--- src/rtl/los_pkg.sv ---
package los_pkg;

  // number of gated output lanes: main, divided, recovered clock, retimed data
  localparam int unsigned LANE_COUNT = 4;

  // idle counter width able to hold the limit value itself
  function automatic int unsigned cnt_width(int unsigned limit);
    return $clog2(limit + 1);
  endfunction

endpackage

--- src/rtl/los_edge_sync.sv ---
module los_edge_sync #(
  parameter int unsigned STAGES = 2
) (
  input  logic clk_i,
  input  logic rst_ni,
  input  logic din_i,
  output logic xition_o
);

  // chain_q[STAGES-1] is the synchronised sample, chain_q[STAGES] the previous one
  logic [STAGES:0] chain_q;
  logic [STAGES:0] chain_d;

  always_comb begin
    chain_d = {chain_q[STAGES-1:0], din_i};
  end

  always_ff @(posedge clk_i or negedge rst_ni) begin
    if (!rst_ni) begin
      chain_q <= '0;
    end else begin
      chain_q <= chain_d;
    end
  end

  assign xition_o = chain_q[STAGES] ^ chain_q[STAGES-1];

endmodule

--- src/rtl/los_quiet_counter.sv ---
module los_quiet_counter #(
  parameter int unsigned LIMIT = 256,
  parameter int unsigned CNT_W = 9
) (
  input  logic             clk_i,
  input  logic             rst_ni,
  input  logic             xition_i,
  output logic             alarm_o,
  output logic [CNT_W-1:0] count_o
);

  localparam logic [CNT_W-1:0] AT_LIMIT  = CNT_W'(LIMIT);
  localparam logic [CNT_W-1:0] PRE_LIMIT = CNT_W'(LIMIT - 1);

  logic [CNT_W-1:0] cnt_q, cnt_d;
  logic             alarm_q, alarm_d;
  logic             cnt_en;

  // counting stops once the limit is held
  assign cnt_en = (cnt_q != AT_LIMIT);

  always_comb begin
    cnt_d   = cnt_q;
    alarm_d = alarm_q;
    if (xition_i) begin
      cnt_d   = '0;
      alarm_d = 1'b0;
    end else begin
      if (cnt_en) begin
        cnt_d = cnt_q + 1'b1;
      end
      if (cnt_q == PRE_LIMIT) begin
        alarm_d = 1'b1;
      end
    end
  end

  always_ff @(posedge clk_i or negedge rst_ni) begin
    if (!rst_ni) begin
      cnt_q   <= '0;
      alarm_q <= 1'b0;
    end else begin
      cnt_q   <= cnt_d;
      alarm_q <= alarm_d;
    end
  end

  assign alarm_o = alarm_q;
  assign count_o = cnt_q;

endmodule

--- src/rtl/los_hold_mux.sv ---
module los_hold_mux #(
  parameter int unsigned        CTRL_W      = 16,
  parameter int unsigned        INTEG_W     = 12,
  parameter logic [CTRL_W-1:0]  CTRL_CENTER = 16'h8000
) (
  input  logic               hold_i,
  input  logic [CTRL_W-1:0]  loop_word_i,
  input  logic [INTEG_W-1:0] integ_i,
  output logic [CTRL_W-1:0]  ctrl_word_o,
  output logic [INTEG_W-1:0] integ_o
);

  // half of full scale for the integrator word
  localparam logic [INTEG_W-1:0] INTEG_MID = {1'b1, {(INTEG_W-1){1'b0}}};

  always_comb begin
    if (hold_i) begin
      ctrl_word_o = CTRL_CENTER;
      integ_o     = INTEG_MID;
    end else begin
      ctrl_word_o = loop_word_i;
      integ_o     = integ_i;
    end
  end

endmodule

--- src/rtl/los_out_gate.sv ---
module los_out_gate #(
  parameter int unsigned LANES = 4
) (
  input  logic             en_i,
  input  logic [LANES-1:0] lanes_i,
  output logic [LANES-1:0] lanes_o,
  output logic [LANES-1:0] oe_o
);

  for (genvar g = 0; g < LANES; g++) begin : g_lane
    assign lanes_o[g] = en_i & lanes_i[g];
    assign oe_o[g]    = en_i;
  end

endmodule

--- src/rtl/los_holdover_monitor.sv ---
module los_holdover_monitor #(
  parameter int unsigned       QUIET_LIMIT = 256,
  parameter int unsigned       SYNC_STAGES = 2,
  parameter int unsigned       CTRL_W      = 16,
  parameter int unsigned       INTEG_W     = 12,
  parameter logic [CTRL_W-1:0] CTRL_CENTER = 16'h8000,
  parameter int unsigned       LANES       = los_pkg::LANE_COUNT
) (
  input  logic               clk_i,
  input  logic               rst_ni,
  input  logic               data_i,
  input  logic               hold_i,
  input  logic               out_en_i,
  input  logic [CTRL_W-1:0]  loop_word_i,
  input  logic [INTEG_W-1:0] integ_i,
  input  logic [LANES-1:0]   lanes_i,
  output logic               alarm_o,
  output logic [CTRL_W-1:0]  ctrl_word_o,
  output logic [INTEG_W-1:0] integ_o,
  output logic [LANES-1:0]   lanes_o,
  output logic [LANES-1:0]   lanes_oe_o
);

  localparam int unsigned CNT_W = los_pkg::cnt_width(QUIET_LIMIT);

  logic             det_xition;
  logic [CNT_W-1:0] quiet_cnt;

  los_edge_sync #(
    .STAGES (SYNC_STAGES)
  ) u_sync (
    .clk_i    (clk_i),
    .rst_ni   (rst_ni),
    .din_i    (data_i),
    .xition_o (det_xition)
  );

  los_quiet_counter #(
    .LIMIT (QUIET_LIMIT),
    .CNT_W (CNT_W)
  ) u_count (
    .clk_i    (clk_i),
    .rst_ni   (rst_ni),
    .xition_i (det_xition),
    .alarm_o  (alarm_o),
    .count_o  (quiet_cnt)
  );

  los_hold_mux #(
    .CTRL_W      (CTRL_W),
    .INTEG_W     (INTEG_W),
    .CTRL_CENTER (CTRL_CENTER)
  ) u_hold (
    .hold_i      (hold_i),
    .loop_word_i (loop_word_i),
    .integ_i     (integ_i),
    .ctrl_word_o (ctrl_word_o),
    .integ_o     (integ_o)
  );

  los_out_gate #(
    .LANES (LANES)
  ) u_gate (
    .en_i    (out_en_i),
    .lanes_i (lanes_i),
    .lanes_o (lanes_o),
    .oe_o    (lanes_oe_o)
  );

endmodule

--- config.mk ---
export PLATFORM = sky130hd
export DESIGN_NAME = los_holdover_monitor
export DESIGN_NICKNAME = d
export VERILOG_FILES = /design/src/rtl/los_pkg.sv /design/src/rtl/los_edge_sync.sv /design/src/rtl/los_quiet_counter.sv /design/src/rtl/los_hold_mux.sv /design/src/rtl/los_out_gate.sv /design/src/rtl/los_holdover_monitor.sv
export SDC_FILE = /design/constraint.sdc
export NUM_CORES = 1
export LEC_CHECK = 0
export CELL_PAD_IN_SITES_DETAIL_PLACEMENT = 1
export CELL_PAD_IN_SITES_GLOBAL_PLACEMENT = 2
export CORE_MARGIN = 2
export CORE_UTILIZATION = 17
export DETAILED_ROUTE_END_ITERATION = 7
export HOLD_SLACK_MARGIN = 0.05
export PLACE_DENSITY = 0.92
export SYNTH_ARGS = -nofsm -noshare
export SYNTH_HDL_FRONTEND = slang
export SYNTH_SLANG_ARGS = --single-unit
--- constraint.sdc ---
create_clock -name clk_i -period 3.4 [get_ports clk_i]
set_clock_uncertainty 0.1 [all_clocks]
set_input_delay 0.68 -clock clk_i [delete_from_list [all_inputs] [get_ports clk_i]]
set_output_delay 0.68 -clock clk_i [all_outputs]
set_load 0.03 [all_outputs]
==> metrics <==
DRC viols 0; most numerous cell on the critical path clkdlybuf4s50_1; Mapped Area 852.1 µm²; register area share after synthesis 38.18%; CP Cell Sequence clkdlybuf4s50_1, buf_4, or2_2, clkdlybuf4s50_1; Crit path buffers/inverters 3; power density over the cells 291.2 nW/µm²; CTS HTree Levels 1; fin nets 210; Pre-antenna DRT Iters 4; CP max stage cell clkdlybuf4s50_1; Final Hold Vio Count 0; setup tns final 0 ns; sw frac 31.03%; Die X 74.80 µm; WL final 2853 µm; Num CTS Buffers 3; gr ovfl total 0; CTS tree done; Final min period 3.023 ns; syn nets 137; GP Congestion 0.6950; Reg area 325.3 µm²; fin util 35.14%; Port Buffers 73; initial antenna violation count 0; outcome completed; switching power 151.9 µW; type of the worst min-delay path flop to flop; commonest non-fill, non-tap cell in the layout clkdlybuf4s50_1; Syn Inst Count 97; syn avg cell area 8.784 µm²; CP arrival 2.24 ns; Area Overhead vs Synth 97.36%; headroom to the max-slew limit 44.13%; first-pass GRT wire length 4084 µm; DR vias 940; CTS max path bufs 2; post-route setup slack 0.3771 ns; core footprint 4786 µm²; CTS Sinks 13; Detailed Place HPWL 2374 µm; Critical Path RT 2.62 ns; post-CTS setup buffer count 0; period utilization 88.91%; vias in the first global route 876; largest net degree at the start of global routing 29; DP Worst Slack 0.3702 ns; Yosys Warn Count 0; Worst Path Max Fanout 28; Fmax achieved 0.3308 GHz; Die Ht 74.80 µm; worst-skew pair later-pin latency 0.24 ns; Reg clk slew, reported paths 0.05 ns; n_diodes 0; starting density of the core 17.80%; area of the multi-input gates 466.7 µm²; Resize count post-CTS 0; Vias/cell 3.983; Routed Antenna Nets 0; fin. max-slew vios 0; Placement Cell Area 1637 µm²; startpoint type of the worst setup path input pin; synthesized flop and latch total 13; commonest non-fill, non-tap cells in the layout clkdlybuf4s50_1, nor2b_1, dfrtp_1; Crit. End Element primary output; Peak VDD IR 0.1900 mV; Die Area 5594 µm²; RSZ-0062 raised after global routing false; wire length per cell 12.09 µm; fillcell total 547; global-route usage over all layers 9.450%; Starting DRT DRC Count 7; Max Cap Viol 0; share of layout cells above drive strength 1 4.734%; Internal 337.7 µW; worst slew pin tran 0.8353 ns; Distinct cells, synth 25; CTS Hold Bufs 0; cell area after layout 1682 µm²; clock share of power 28.3%; Flop pwr share 35.3%; final hold slack 0.2541 ns; Root Buffer clkbuf_8; combinational power share 36.4%; kind of critical path input pin to primary output; IO Pins 74; Largest stage delay, worst path 0.67 ns; LEAKAGE 0.6294 nW; FP Rows 25; Final setup viols 0; Worst path top cell family by delay buffers and inverters
## flip-flops by register name, summed over array words and instances, names as in the netlist
| register | flops |
|---|---|
| u_count.count_o | 9 |
| u_sync.chain_q | 3 |
| u_count.alarm_o | 1 |
## metrics by stage
step | cells | power, mW
after floorplan | 97 | 0.2593
after global placement | 232 | 0.3522
after detailed placement | 232 | 0.3558
after CTS | 236 | 0.4969
after global routing | 236 | 0.5133
final | 236 | 0.4896
## final timing paths
kind                               startpoint                  to  slack [ns]  cells after the start
max in group asynchronous              rst_ni   u_sync.chain_q[2]        2.12                      1
max                                    hold_i     ctrl_word_o[15]        0.38                      4
max reg2reg                u_count.count_o[1]  u_count.count_o[8]        1.74                      5
min reg2reg                 u_sync.chain_q[0]   u_sync.chain_q[1]        0.25                      0
min                         u_sync.chain_q[0]   u_sync.chain_q[1]        0.25                      0
min in group asynchronous              rst_ni  u_count.count_o[5]        0.70                      1
## worst reg2reg max path, delay by kind of cell (launching register included)
kind / cells / cell delay [ns]
AOI/OAI and AO/OA: 1 / 0.12
and+or+nand+nor: 2 / 0.42
DFF: 1 / 0.43
adders and majority gates: 2 / 0.51
## area by class of cell
cell class / count / area share, %
repair buffers: 74 / 43.90
multi-input cells: 72 / 27.75
flip-flops and latches: 13 / 19.35
well taps: 67 / 4.985
clock buffers: 4 / 2.679
inverters: 6 / 1.339
## power groups by stage
| stage | logic (mW) | clock network [mW] | registers (mW) |
|---|---|---|---|
| after CTS | 0.180 | 0.144 | 0.173 |
| after global routing | 0.191 | 0.148 | 0.174 |
| after floorplan | 0.0873 | 0 | 0.172 |
| after detailed placement | 0.180 | 0 | 0.175 |
| final | 0.178 | 0.139 | 0.173 |
| after global placement | 0.178 | 0 | 0.174 |
## kinds of logic after synthesis
group	after synthesis	share of synthesized area (%)
fa+ha+maj	3	4.406
simple gates	53	37.74
flops	13	38.18
xor+xnor	4	4.112
buf+inv	12	7.049
compound gates	12	8.516
## cell usage after synthesis, drive strengths merged
cell | n | share of area (%)
dfrtp | 13 | 38
buf | 4 | 3.5
clkbuf | 2 | 0.88
o2111ai | 1 | 1.8
nor2b | 26 | 19
nand3 | 4 | 2.3
o21ai | 4 | 2.3
xor2 | 2 | 2.1
nor4 | 1 | 0.73
and2 | 4 | 2.9
nor2 | 4 | 1.8
nor4bb | 1 | 1.2
inv | 6 | 2.6
nand4bb | 1 | 1.3
nor3 | 3 | 1.8
o31ai | 1 | 0.88
nand4 | 1 | 0.73
or3 | 3 | 2.2
xnor2 | 2 | 2.1
ha | 3 | 4.4
or2 | 2 | 1.5
nand2 | 2 | 0.88
or4 | 1 | 1.3
a21oi | 6 | 3.5
## metal layers
metal / wire length [µm] / track usage, % / vias to the layer above / part of all wire (%)
met4: 35 / 3.571 / 0 / 1.2
met2: 1243 / 16.03 / 60 / 44
met1: 1201 / 11.13 / 413 / 42
li1: - / - / 462 / -
met5: 0 / 0 / - / 0
met3: 372 / 3.079 / 5 / 13
(Power assumes the default switching activity.)
